File: src/rtl/rtc_pkg.sv
package rtc_pkg;

  typedef enum logic [1:0] {
    REG_SECS  = 2'd0,
    REG_STAT  = 2'd1,
    REG_TRIM  = 2'd2,
    REG_GUARD = 2'd3
  } reg_addr_e;

  typedef struct packed {
    logic [7:0] ival;  // interval length minus one, in seconds
    logic [7:0] trim;  // signed cycle correction
  } trim_cfg_t;

  localparam logic [1:0] GUARD_RESET = 2'b11;
  localparam logic [31:0] SECS_RESET = 32'd1;

endpackage

File: src/rtl/rtc_prescaler.sv
module rtc_prescaler
  import rtc_pkg::*;
#(
  parameter int PRESC_BITS = 15  // at least 8, so that base period > 128
) (
  input  logic      clk,
  input  logic      rst_n,
  input  logic      en,
  input  logic      restart,
  input  trim_cfg_t cfg,
  output logic      tick
);

  localparam int CW = PRESC_BITS + 1;
  localparam int PW = PRESC_BITS + 2;
  localparam logic [PW-1:0] BASE = PW'(1) << PRESC_BITS;

  logic [CW-1:0] cnt_q;
  logic [7:0]    grp_q;
  logic [PW-1:0] trim_ext;
  logic [PW-1:0] trimmed_len;
  logic [PW-1:0] active_len;
  logic          last_cycle;
  logic          grp_end;

  assign trim_ext    = {{(PW-8){cfg.trim[7]}}, cfg.trim};
  assign trimmed_len = BASE - trim_ext;
  assign grp_end     = (grp_q == cfg.ival);
  assign active_len  = grp_end ? trimmed_len : BASE;
  assign last_cycle  = ({1'b0, cnt_q} >= (active_len - PW'(1)));
  assign tick        = en && last_cycle;

  always_ff @(posedge clk or negedge rst_n) begin
    if (!rst_n) begin
      cnt_q <= '0;
      grp_q <= '0;
    end else if (restart) begin
      cnt_q <= '0;
      grp_q <= '0;
    end else if (en) begin
      if (last_cycle) begin
        cnt_q <= '0;
        grp_q <= grp_end ? 8'd0 : grp_q + 8'd1;
      end else begin
        cnt_q <= cnt_q + CW'(1);
      end
    end
  end

  // a completed second restarts the prescaler from zero
  a_r2_tick_restarts: assert property (@(posedge clk) disable iff (!rst_n)
    tick |=> (cnt_q == '0));

  // with counting stopped and no restart the prescaler holds
  a_r5_prescaler_holds: assert property (@(posedge clk) disable iff (!rst_n)
    (!en && !restart) |=> ($stable(cnt_q) && $stable(grp_q)));

  // a reload puts the interval position back to the first second
  a_r7_restart_clears: assert property (@(posedge clk) disable iff (!rst_n)
    restart |=> (cnt_q == '0 && grp_q == 8'd0));

endmodule

File: src/rtl/rtc_seconds.sv
module rtc_seconds
  import rtc_pkg::*;
(
  input  logic        clk,
  input  logic        rst_n,
  input  logic        tick,
  input  logic        load,
  input  logic [31:0] load_val,
  output logic [31:0] secs,
  output logic        wrapped
);

  always_ff @(posedge clk or negedge rst_n) begin
    if (!rst_n) begin
      secs    <= SECS_RESET;
      wrapped <= 1'b0;
    end else if (load) begin
      secs    <= load_val;
      wrapped <= 1'b0;
    end else if (tick) begin
      secs <= secs + 32'd1;
      if (secs == '1) wrapped <= 1'b1;
    end
  end

  // every tick adds exactly one second
  a_r2_increment: assert property (@(posedge clk) disable iff (!rst_n)
    (tick && !load) |=> (secs == $past(secs) + 32'd1));

  // stepping from all ones lands on zero with the flag set
  a_r10_wrap: assert property (@(posedge clk) disable iff (!rst_n)
    (tick && !load && secs == '1) |=> (secs == 32'd0 && wrapped));

  // the flag is sticky until the seconds register is written
  a_r10_sticky: assert property (@(posedge clk) disable iff (!rst_n)
    (wrapped && !load) |=> wrapped);

  // no tick and no load means the count holds
  a_r5_secs_hold: assert property (@(posedge clk) disable iff (!rst_n)
    (!tick && !load) |=> $stable(secs));

endmodule

File: src/rtl/rtc_ctrl_regs.sv
module rtc_ctrl_regs
  import rtc_pkg::*;
(
  input  logic        clk,
  input  logic        rst_n,
  input  logic [1:0]  bus_addr,
  input  logic        bus_wr,
  input  logic [31:0] bus_wdata,
  output logic [31:0] bus_rdata,
  input  logic [31:0] secs,
  input  logic        wrapped,
  output logic        en,
  output trim_cfg_t   cfg,
  output logic        secs_load
);

  logic [1:0] guard_q;  // bit0: trim writable, bit1: guard writable
  logic       wr_stat, wr_trim, wr_guard;

  assign wr_stat   = bus_wr && (bus_addr == REG_STAT);
  assign wr_trim   = bus_wr && (bus_addr == REG_TRIM)  && guard_q[0];
  assign wr_guard  = bus_wr && (bus_addr == REG_GUARD) && guard_q[1];
  assign secs_load = bus_wr && (bus_addr == REG_SECS)  && !en;

  always_ff @(posedge clk or negedge rst_n) begin
    if (!rst_n) begin
      en      <= 1'b0;
      cfg     <= '0;
      guard_q <= GUARD_RESET;
    end else begin
      if (wr_stat)  en      <= bus_wdata[0];
      if (wr_trim)  cfg     <= bus_wdata[15:0];
      if (wr_guard) guard_q <= guard_q & bus_wdata[1:0];
    end
  end

  always_comb begin
    unique case (bus_addr)
      REG_SECS:  bus_rdata = secs;
      REG_STAT:  bus_rdata = {30'd0, wrapped, en};
      REG_TRIM:  bus_rdata = {16'd0, cfg};
      default:   bus_rdata = {30'd0, guard_q};
    endcase
  end

  // a closed trim guard freezes the trim settings
  a_r8_trim_frozen: assert property (@(posedge clk) disable iff (!rst_n)
    !guard_q[0] |=> $stable(cfg));

  // a closed guard-register guard freezes the guard bits
  a_r9_guard_frozen: assert property (@(posedge clk) disable iff (!rst_n)
    !guard_q[1] |=> $stable(guard_q));

  // guard bits never return to 1 outside reset
  generate
    for (genvar g = 0; g < 2; g++) begin : g_guard_chk
      a_r9_only_clears: assert property (@(posedge clk) disable iff (!rst_n)
        !guard_q[g] |=> !guard_q[g]);
    end
  endgenerate

endmodule

File: src/rtl/rtc_seconds_core.sv
module rtc_seconds_core
  import rtc_pkg::*;
#(
  parameter int PRESC_BITS = 15
) (
  input  logic        clk,
  input  logic        rst_n,
  input  logic [1:0]  bus_addr,
  input  logic        bus_wr,
  input  logic [31:0] bus_wdata,
  output logic [31:0] bus_rdata
);

  logic        en;
  logic        secs_load;
  logic        tick;
  logic        wrapped;
  logic [31:0] secs;
  trim_cfg_t   cfg;

  rtc_ctrl_regs u_regs (
    .clk       (clk),
    .rst_n     (rst_n),
    .bus_addr  (bus_addr),
    .bus_wr    (bus_wr),
    .bus_wdata (bus_wdata),
    .bus_rdata (bus_rdata),
    .secs      (secs),
    .wrapped   (wrapped),
    .en        (en),
    .cfg       (cfg),
    .secs_load (secs_load)
  );

  rtc_prescaler #(.PRESC_BITS(PRESC_BITS)) u_presc (
    .clk     (clk),
    .rst_n   (rst_n),
    .en      (en),
    .restart (secs_load),
    .cfg     (cfg),
    .tick    (tick)
  );

  rtc_seconds u_secs (
    .clk      (clk),
    .rst_n    (rst_n),
    .tick     (tick),
    .load     (secs_load),
    .load_val (bus_wdata),
    .secs     (secs),
    .wrapped  (wrapped)
  );

  // while counting, a bus write never changes the count by more than a tick
  a_r6_write_ignored: assert property (@(posedge clk) disable iff (!rst_n)
    (en && bus_wr && bus_addr == REG_SECS && !tick) |=> $stable(secs));

endmodule

File: config.mk
export PLATFORM = sky130hd
export DESIGN_NAME = rtc_seconds_core
export DESIGN_NICKNAME = d
export VERILOG_FILES = /design/src/rtl/rtc_pkg.sv /design/src/rtl/rtc_prescaler.sv /design/src/rtl/rtc_seconds.sv /design/src/rtl/rtc_ctrl_regs.sv /design/src/rtl/rtc_seconds_core.sv
export SDC_FILE = /design/constraint.sdc
export NUM_CORES = 1
export LEC_CHECK = 0
export BUFFER_PORTS_ARGS = -buffer_cell sky130_fd_sc_hd__buf_2
export CAP_MARGIN = 15
export CORE_MARGIN = 8
export CORE_UTILIZATION = 45
export CTS_BUF_LIST = sky130_fd_sc_hd__clkbuf_8
export DETAILED_ROUTE_END_ITERATION = 16
export GPL_TIMING_DRIVEN = 0
export PLACE_DENSITY = 0.73
export SLEW_MARGIN = 20
export SYNTH_ARGS = -nofsm -noshare
export SYNTH_HDL_FRONTEND = slang
export SYNTH_SLANG_ARGS = --single-unit
File: constraint.sdc
create_clock -name clk -period 7.9 [get_ports clk]
set_input_delay 1.185 -clock clk [delete_from_list [all_inputs] [get_ports clk]]
set_output_delay 1.185 -clock clk [all_outputs]
set_load 0.05 [all_outputs]
==> results of run 1 <==
sequential cells by signal, summed over array words and instances (netlist names):
register,cells
u_presc.cnt_q,16
u_secs.secs,32
u_regs.cfg,16
u_secs.wrapped,1
u_regs.guard_q,2
u_regs.en,1
u_presc.grp_q,8
area by class of cell:
cell class | instances | share of cell area
flip-flops and latches | 76 | 0.312
clock buffers | 10 | 0.0225
clock inverters | 6 | 0.00450
multi-input cells | 479 | 0.539
repair buffers | 68 | 0.0585
well taps | 147 | 0.0301
plain buffers | 30 | 0.0241
inverters | 16 | 0.00982
power by group through the flow:
stage | Sequential, mW | Clock [mW] | Combinational, mW
floorplan | 0.509 | 0 | 0.218
global placement | 0.528 | 0 | 0.282
detailed placement | 0.530 | 0 | 0.293
CTS | 0.523 | 0.271 | 0.294
global route | 0.534 | 0.286 | 0.321
finish | 0.524 | 0.268 | 0.294
synthesized netlist by cell type (all sizes together) (2+ instances only):
library cell | count | area (um^2)
mux4 | 2 | 45.0
a21o | 6 | 45.0
nor2b | 2 | 12.5
nor2 | 43 | 166
nand3 | 26 | 130
buf | 10 | 72.6
a211o | 2 | 17.5
or3 | 7 | 48.8
o22ai | 4 | 25.0
mux2i | 14 | 140
nor4 | 18 | 199
a31oi | 5 | 31.3
clkbuf | 20 | 75.1
or2 | 5 | 31.3
a211oi | 10 | 75.1
nor3 | 16 | 85.1
a22o | 3 | 26.3
nand2 | 69 | 259
inv | 15 | 56.3
xor2 | 2 | 17.5
nand4 | 14 | 87.6
o21ai | 46 | 238
dfstp | 3 | 78.8
xnor2 | 42 | 368
ha | 22 | 275
nor3b | 5 | 37.5
and4 | 3 | 26.3
and3 | 23 | 144
a21oi | 19 | 110
dfrtp | 73 | 1830
o31ai | 2 | 20.0
nand2b | 3 | 18.8
mux2 | 18 | 203
o2bb2ai | 2 | 17.5
a22oi | 2 | 15.0
o21a | 6 | 45.0
o311ai | 6 | 70.1
and2 | 15 | 93.8
a31o | 3 | 26.3
o31a | 4 | 35.0
cells by family after synthesis:
group,synth area share
compound gates,0.157
fa+ha+maj,0.0509
buf+inv,0.0384
mux,0.0717
flops,0.352
xor+xnor,0.0712
simple gates,0.259
cells in the final DEF (no fill, tap or decap), types with 3 or more instances in the layout:
| cell type | instances |
|---|---|
| sky130_fd_sc_hd__nand2_1 | 69 |
| sky130_fd_sc_hd__nand2b_1 | 3 |
| sky130_fd_sc_hd__nor3b_1 | 5 |
| sky130_fd_sc_hd__and3_1 | 23 |
| sky130_fd_sc_hd__nor2_1 | 41 |
| sky130_fd_sc_hd__clkbuf_8 | 10 |
| sky130_fd_sc_hd__nor4_1 | 7 |
| sky130_fd_sc_hd__a22o_1 | 3 |
| sky130_fd_sc_hd__and4_1 | 3 |
| sky130_fd_sc_hd__nand4_1 | 14 |
| sky130_fd_sc_hd__o31a_1 | 4 |
| sky130_fd_sc_hd__o21a_1 | 6 |
| sky130_fd_sc_hd__nor3_1 | 15 |
| sky130_fd_sc_hd__a21oi_1 | 17 |
| sky130_fd_sc_hd__dfstp_2 | 3 |
| sky130_fd_sc_hd__or3_1 | 6 |
| sky130_fd_sc_hd__o22ai_1 | 4 |
| sky130_fd_sc_hd__a21o_1 | 6 |
| sky130_fd_sc_hd__ha_1 | 22 |
| sky130_fd_sc_hd__mux2_2 | 18 |
| sky130_fd_sc_hd__a31oi_1 | 5 |
| sky130_fd_sc_hd__inv_1 | 19 |
| sky130_fd_sc_hd__o21ai_1 | 16 |
| sky130_fd_sc_hd__and2_1 | 15 |
| sky130_fd_sc_hd__a211oi_1 | 10 |
| sky130_fd_sc_hd__or2_2 | 3 |
| sky130_fd_sc_hd__dfrtp_1 | 73 |
| sky130_fd_sc_hd__xnor2_1 | 42 |
| sky130_fd_sc_hd__o311ai_1 | 3 |
| sky130_fd_sc_hd__clkbuf_1 | 20 |
| sky130_fd_sc_hd__nor4_2 | 9 |
| sky130_fd_sc_hd__buf_6 | 4 |
| sky130_fd_sc_hd__buf_2 | 70 |
| sky130_fd_sc_hd__mux2i_1 | 14 |
| sky130_fd_sc_hd__nand3_1 | 26 |
| sky130_fd_sc_hd__o21ai_0 | 28 |
routing by layer:
layer | up-vias | GRT usage
met3 | 45 | 0.0380
met4 | 0 | 0.0974
met1 | 2394 | 0.219
li1 | 2350 | -
met2 | 167 | 0.333
met5 | - | 0
worst min path at each step:
stage	start	to	cells past startpoint
after floorplan	u_regs.guard_q[1]	u_regs.guard_q[1]	2
after global placement	u_regs.guard_q[1]	u_regs.guard_q[1]	2
after detailed placement	u_regs.guard_q[0]	u_regs.guard_q[0]	1
after CTS	u_regs.guard_q[0]	u_regs.guard_q[0]	1
after global routing	u_regs.guard_q[0]	u_regs.guard_q[0]	1
final	u_regs.guard_q[0]	u_regs.guard_q[0]	1
through the flow:
| step | cells | hold WS, ps | total power [mW] | util |
|---|---|---|---|---|
| floorplan | 601 | 445 | 0.727 | - |
| global placement | 815 | 456 | 0.810 | 0.500 |
| detailed placement | 816 | 465 | 0.823 | 0.502 |
| CTS | 832 | 476 | 1.09 | 0.516 |
| global route | 832 | 494 | 1.14 | 0.516 |
| finish | 832 | 476 | 1.09 | 0.516 |
==> summary.md, run 1 <==
| Metric | Value |
|---|---|
| Class of the most critical hold timing path | register to register |
| DRT met1 WL | just over 6 mm |
| Netlist area before placement | 5410 um^2 |
| Result of the run | complete, no violations |
| Average footprint of a synthesized cell | 9.00 um^2 |
| Standard cell area after detailed placement | 5950 um^2 |
| Total area of multi-input combinational cells | 3300 um^2 |
| Period utilization | 0.693 |
| Global Route Usage Sum | 0.191 |
| Number of optimization iterations in the first detailed-route pass | 5 |
| Cell count after synthesis | about 600 |
| Hold violation total from the final report | 0 |
| Internal power | 0.675 mW |
| Number of H-tree levels | 3 |
| Setup TNS | 0 ps |
| Post-detail-place hpwl | 11.5 mm |
| Setup slack at placement | 2480 ps |
| Die area | 15800 um^2 |
| Final worst path period need | 5480 ps |
| Clock skew | about 14 ps |
| Final setup slack of the worst path | 2420 ps |
| Number of slew-limit violations in the final report | 0 |
| Number of failing setup endpoints in the final timing report | 0 |
| Pleak | ~2.8 nW |
| Routed vias/inst | about 6 |
| Setup CP Type | register to register |
| Wirelength per Cell | 18.1 um |
| Top sig layer | met4 |
| Worst setup slack for register-to-register paths | 2420 ps |
| Post-synthesis sequential element count | 76 |
| Sequential Power Share | 0.483 |
| Initial core utilization | 0.456 |
| Wire length on met2 | 7.46 mm |
| Root Driver | sky130_fd_sc_hd__clkbuf_8 |
| TritonCTS buffer count | 9 |
| Worst supply voltage drop on vdd | 0.000108 V |
| Slowest Stage Delay on Critical Path | 610 ps |
| Critical path's top delay family | compound AO/OA/AOI/OAI gates |
| Sw Share | 0.379 |
| IO buf count | 67 |
| Via count | roughly 5000 |
| Clock transition at the registers of the reported paths | 80 ps |
| Overall routed net length | between 15 and 20 mm |
| Critical path startpoint | u_regs.cfg[0] |
| Worst path slowest cell | sky130_fd_sc_hd__or4_1 |
| Overall die width | 126 um |
| Crit path required time | 8140 ps |
| CTS tree | built |
| Count of buffers added by post-CTS timing repair for setup | 0 |
| Fraction of registers with async set/reset | 1.00 |
| Wire length of the first global-routing pass | 24.6 mm |
| Logic gate share of total power | 0.270 |
| Worst reg2reg path endpoint | u_secs.secs[5] |
| Critical path, cell by cell | clkbuf_1 -> or4_1 -> or3_1 -> ha_1 -> a21boi_1 -> o21ai_0 -> nand2_1 -> nand2_1 -> o21a_1 -> ha_1 -> a211oi_1 -> nor2_1 -> a211o_1 -> o31ai_2 -> clkbuf_1 -> nor3_1 -> xnor2_1 -> o21ai_0 |
| Die boundary height | 126 um |
| GRT overflow | 0 |
| DR WL met3 | 840 um |
| Max-Slew Margin vs Limit | 0.295 |
| Area added between synthesis and finish | 13.1% |
| Path length in cells of the critical path | 18 |
| Iter 0 DRT Violations | roughly 320 |
| Net load switching power | 0.411 mW |
| Data arrival time of the critical path | 5710 ps |
| Proportion of layout cells with a drive suffix above 1 | 0.201 |
| Post-route cell area | 6120 um^2 |
| Clock latency on the worst-skew pair | 370 ps |
| Slew at the pin with the worst max-slew slack | 1050 ps |
| CP endpoint kind | register |
| Residual DRC count | 0 |
| Antenna diode count | 0 |
| Maximum buffer depth of the clock tree | 2 |
| Number of ports placed on the die boundary | 69 |
| FILL cells | 1094 |
| Start of the worst register-to-register path | u_regs.cfg[0] |
| Pin count of the biggest net entering global routing | 44 |
| Number of max-cap violations | 0 |
| Setup repair after global routing missed its margin | no |
| Post-synth EDFFs | 0 |
| Number of global-route vias before repair | ~5000 |
| Nets in the synthesized netlist | 660 |
| CORE AREA | between 10000 and 15000 um^2 |
| Weighted congestion at the end of routability-driven global placement | just under 0.9 |
| Synth Warn # | 0 |
| Dominant synthesized flop cell | sky130_fd_sc_hd__dfrtp_1 |
| Critical path launch point type | register |
| Total power divided by cell area | 178 nW/um^2 |
| Clock network power share | 0.247 |
| R2R depth | 18 |
| CP endpoint | u_secs.secs[5] |
| Cts repair resizes | 0 |
| Sequential share of the synthesized area | 0.352 |
| Post-CTS Hold Fix Bufs | 0 |
| Fmax achieved | 0.183 GHz |
| Number of nets in the layout | 739 |
| Worst path buffer plus inverter count | 2 |
| Antenna violations before repair | 0 |
| FF/Latch Area | between 1500 and 2000 um^2 |
| Number of cell rows | 40 |
| Count of unique library cells instantiated by Yosys | 67 |
| Critical path fanouts, max | 10 |
| Num Clock Sinks | 76 |
| Remaining antenna violation count after routing | 0 |
Power figures use the tool's default switching activity.
==> inputs of run 2 (changes only) <==
--- a/config.mk
+++ b/config.mk
@@ -5,6 +5,7 @@
 export SDC_FILE = /design/constraint.sdc
 export NUM_CORES = 1
 export LEC_CHECK = 0
+export ABC_AREA = 1
 export BUFFER_PORTS_ARGS = -buffer_cell sky130_fd_sc_hd__buf_2
 export CAP_MARGIN = 15
 export CORE_MARGIN = 8
@@ -12,7 +13,7 @@
 export CTS_BUF_LIST = sky130_fd_sc_hd__clkbuf_8
 export DETAILED_ROUTE_END_ITERATION = 16
 export GPL_TIMING_DRIVEN = 0
-export PLACE_DENSITY = 0.73
+export PLACE_DENSITY = 0.72
 export SLEW_MARGIN = 20
 export SYNTH_ARGS = -nofsm -noshare
 export SYNTH_HDL_FRONTEND = slang
==> constraint.sdc (replaced) <==
create_clock -name clk -period 5.7 [get_ports clk]
set_input_delay 0.855 -clock clk [delete_from_list [all_inputs] [get_ports clk]]
set_output_delay 0.855 -clock clk [all_outputs]
set_load 0.05 [all_outputs]
==> run 2 against run 1 <==
Effect of this change: clock power up 40%; final area up 6.2%; maximum frequency up 38%; non-clock buffer count unchanged; sequential cell count unchanged; first-iteration DRC count up 78%; die area up 5.6%; synthesized area up 6.4%; sequential power up 57%; clock skew up 2.9 ps; largest power group unchanged.
==> summary.md, run 2 <==
| Metric | Value |
|---|---|
| Number of cell rows | 41 (+2.5%) |
| Start of the worst register-to-register path | u_regs.cfg[6] |
| Post-CTS Hold Fix Bufs | 0 (unchanged) |
| Cell count after synthesis | 869 (+45%) |
| Registers with the most flip-flops | u_secs.secs x32, u_presc.cnt_q x16, u_regs.cfg x16 |
| Clock latency on the worst-skew pair | 380 ps (about the same) |
| Clock skew | 17.2 ps (+2.90 ps) |
| Number of nets in the layout | 1008 (+36%) |
| TritonCTS buffer count | 9 (unchanged) |
| Wirelength per Cell | 14.5 um (-20%) |
| Die boundary height | 129 um (+2.8%) |
| Nets in the synthesized netlist | 928 (+41%) |
| Final total power | 1.88 mW (+73%) |
| CTS tree | built |
| Overall routed net length | 16.3 mm (+8.6%) |
| Via count | 5727 (+16%) |
| Commonest non-fill, non-tap cell in the layout | sky130_fd_sc_hd__nand2_1 |
| Wire length of the first global-routing pass | 27.3 mm (+11%) |
| CP endpoint kind | register |
| Hold violation total from the final report | 0 (unchanged) |
| Synth Warn # | 0 (unchanged) |
| Routed vias/inst | 5.09 (-15%) |
| Die area | 16700 um^2 (+5.6%) |
| Data arrival time of the critical path | 4230 ps (-1480 ps) |
| Period utilization | 0.694 (+0.00126) |
| Antenna violations before repair | 0 (unchanged) |
| Worst setup slack for register-to-register paths | 1740 ps (-680 ps) |
| Class of the most critical hold timing path | input port to asynchronous set/reset pin |
| Setup repair after global routing missed its margin | no |
| Residual DRC count | 0 (unchanged) |
| Root Driver | sky130_fd_sc_hd__clkbuf_8 |
| Most common cell in the synthesized netlist | sky130_fd_sc_hd__nand2_1 |
| Number of max-cap violations | 0 (unchanged) |
| Area leader, netlist | sky130_fd_sc_hd__dfrtp_1 |
| Initial core utilization | 0.458 (+0.00192) |
| Cts repair resizes | 0 (unchanged) |
| Top cell types by occurrence after synthesis | sky130_fd_sc_hd__nand2_1 (284), sky130_fd_sc_hd__inv_1 (107), sky130_fd_sc_hd__nor2_1 (82) |
| Number of global-route vias before repair | 5492 (+9.9%) |
| Slew at the pin with the worst max-slew slack | 643 ps (-407 ps) |
| GRT overflow | 0 (unchanged) |
| Most numerous cell on the critical path | sky130_fd_sc_hd__nand2_1 |
| Number of slew-limit violations in the final report | 0 (unchanged) |
| Cell types with the largest area share after synthesis | sky130_fd_sc_hd__dfrtp_1 (32%), sky130_fd_sc_hd__nand2_1 (19%), sky130_fd_sc_hd__inv_1 (7.0%) |
| Total area of multi-input combinational cells | 3280 um^2 (-0.53%) |
| Global Route Usage Sum | 0.207 (+0.0158) |
| Crit path required time | 5970 ps (-2170 ps) |
| Worst reg2reg path endpoint | u_secs.secs[1] |
| Remaining antenna violation count after routing | 0 (unchanged) |
| Setup CP Type | register to register |
| Setup TNS | 0 ps (unchanged) |
| R2R depth | 25 (+7) |
| Dominant synthesized flop cell | sky130_fd_sc_hd__dfrtp_1 |
| Netlist area before placement | 5760 um^2 (+6.4%) |
| Number of failing setup endpoints in the final timing report | 0 (unchanged) |
| FILL cells | 1309 (+20%) |
| Register bank with the most flops | u_secs.secs |
| Post-synth EDFFs | 0 (unchanged) |
| Overall die width | 129 um (+2.8%) |
| Number of H-tree levels | 3 (unchanged) |
| Worst path slowest cell | sky130_fd_sc_hd__dfrtp_1 |
| IO buf count | 68 (+1.5%) |
| CORE AREA | 12600 um^2 (+6.0%) |
| Total power divided by cell area | 289 nW/um^2 (+63%) |
| Max-Slew Margin vs Limit | 0.572 (+0.277) |
| Worst supply voltage drop on vdd | 0.000249 V (+130%) |
| Final worst path period need | 3960 ps (-1520 ps) |
| Pleak | 3.36 nW (+22%) |
| Pin count of the biggest net entering global routing | 43 (-2.3%) |
| Count of unique library cells instantiated by Yosys | 40 (-40%) |
| Area added between synthesis and finish | 12.9% |
| Weighted congestion at the end of routability-driven global placement | 0.946 (+9.1%) |
| Number of optimization iterations in the first detailed-route pass | 5 (unchanged) |
| Slowest Stage Delay on Critical Path | 460 ps (-150 ps) |
| Number of flip-flops in the largest register | 32 (unchanged) |
| Count of buffers added by post-CTS timing repair for setup | 0 (unchanged) |
| Critical path fanouts, max | 10 (unchanged) |
| Post-detail-place hpwl | 12.8 mm (+11%) |
| Maximum buffer depth of the clock tree | 2 (unchanged) |
| FF/Latch Area | 1910 um^2 (unchanged) |
| Average footprint of a synthesized cell | 6.62 um^2 (-26%) |
| Hold slack final | 422 ps (-53.8 ps) |
| Critical path launch point type | register |
| Result of the run | complete, no violations |
| Antenna diode count | 0 (unchanged) |
| Number of ports placed on the die boundary | 69 (unchanged) |
| Iter 0 DRT Violations | 562 (+78%) |
| Num Clock Sinks | 76 (unchanged) |
| Fraction of registers with async set/reset | 1.00 (unchanged) |
| Fmax achieved | 0.253 GHz (+38%) |
| Commonest cells after routing, fill and taps aside | sky130_fd_sc_hd__nand2_1 (284), sky130_fd_sc_hd__inv_1 (109), sky130_fd_sc_hd__nor2_1 (82) |
| Fraction of synthesized cell area taken by the top area cell type | 0.317 (-0.0203) |
| Clock transition at the registers of the reported paths | 90 ps (about the same) |
| Sequential share of the synthesized area | 0.331 (-0.0212) |
| Proportion of layout cells with a drive suffix above 1 | 0.125 (-0.0767) |
| Post-synthesis sequential element count | 76 (unchanged) |
[run 2: cell type report]
class	count	share of cell area
Buffer	29	0.0233
Clock buffer	9	0.0191
Clock inverter	7	0.00597
Inverter	112	0.0647
Multi-Input combinational cell	652	0.505
Sequential cell	76	0.293
Tap cell	172	0.0331
Timing Repair Buffer	69	0.0558
[run 2: metal layers]
metal  up-vias  GRT usage  routed length, um  part of all wire
li1       2931          -                  -                 -
met1      2580      0.268               7280              0.45
met2       193      0.339               7700              0.47
met3        23     0.0456               1100             0.067
met4         0     0.0581                242             0.015
met5         -          0                  0                 0
[run 2: stage by stage]
stage	setup WS (ps)	util	area (um^2)	std cells
3_3_place_gp	1920	0.502	6310	1109
3_5_place_dp	1850	0.504	6330	1110
4_1_cts	1810	0.517	6500	1126
5_1_grt	1380	0.517	6500	1126
6_report	1740	0.517	6500	1126
2_1_floorplan	2340	-	5760	869
[run 2: worst max path at each step]
stage,from,endpoint,depth (start not counted)
after floorplan,bus_addr[1],bus_rdata[15],5
after global placement,u_presc.grp_q[3],u_presc.grp_q[0],31
after detailed placement,u_regs.cfg[6],u_presc.grp_q[1],25
after CTS,u_regs.cfg[6],u_presc.grp_q[1],25
after global routing,u_regs.cfg[6],u_secs.secs[6],24
final,u_regs.cfg[6],u_secs.secs[1],25
[run 2: cell families after synthesis]
family	Yosys count	share of synthesized area
DFF	76	0.331
xor gates and xnor gates	44	0.0669
adders and majority gates	22	0.0478
AOI/OAI and AO/OA	101	0.0974
buffers and inverters	141	0.0993
and+or+nand+nor	485	0.358
[run 2: report_power, final]
part	internal, mW	switching (mW)	leakage [nW]
combinational	0.237	0.444	2.29
sequential	0.661	0.160	0.981
clock	0.153	0.221	0.0914
total	1.05	0.826	3.36
[run 2: critical path, delay by kind of cell (launching register included)]
| kind | cells | cell delay (ps) |
|---|---|---|
| buf+inv | 3 | 260 |
| compound gates | 2 | 350 |
| fa+ha+maj | 2 | 600 |
| flops | 1 | 460 |
| simple gates | 18 | 2170 |
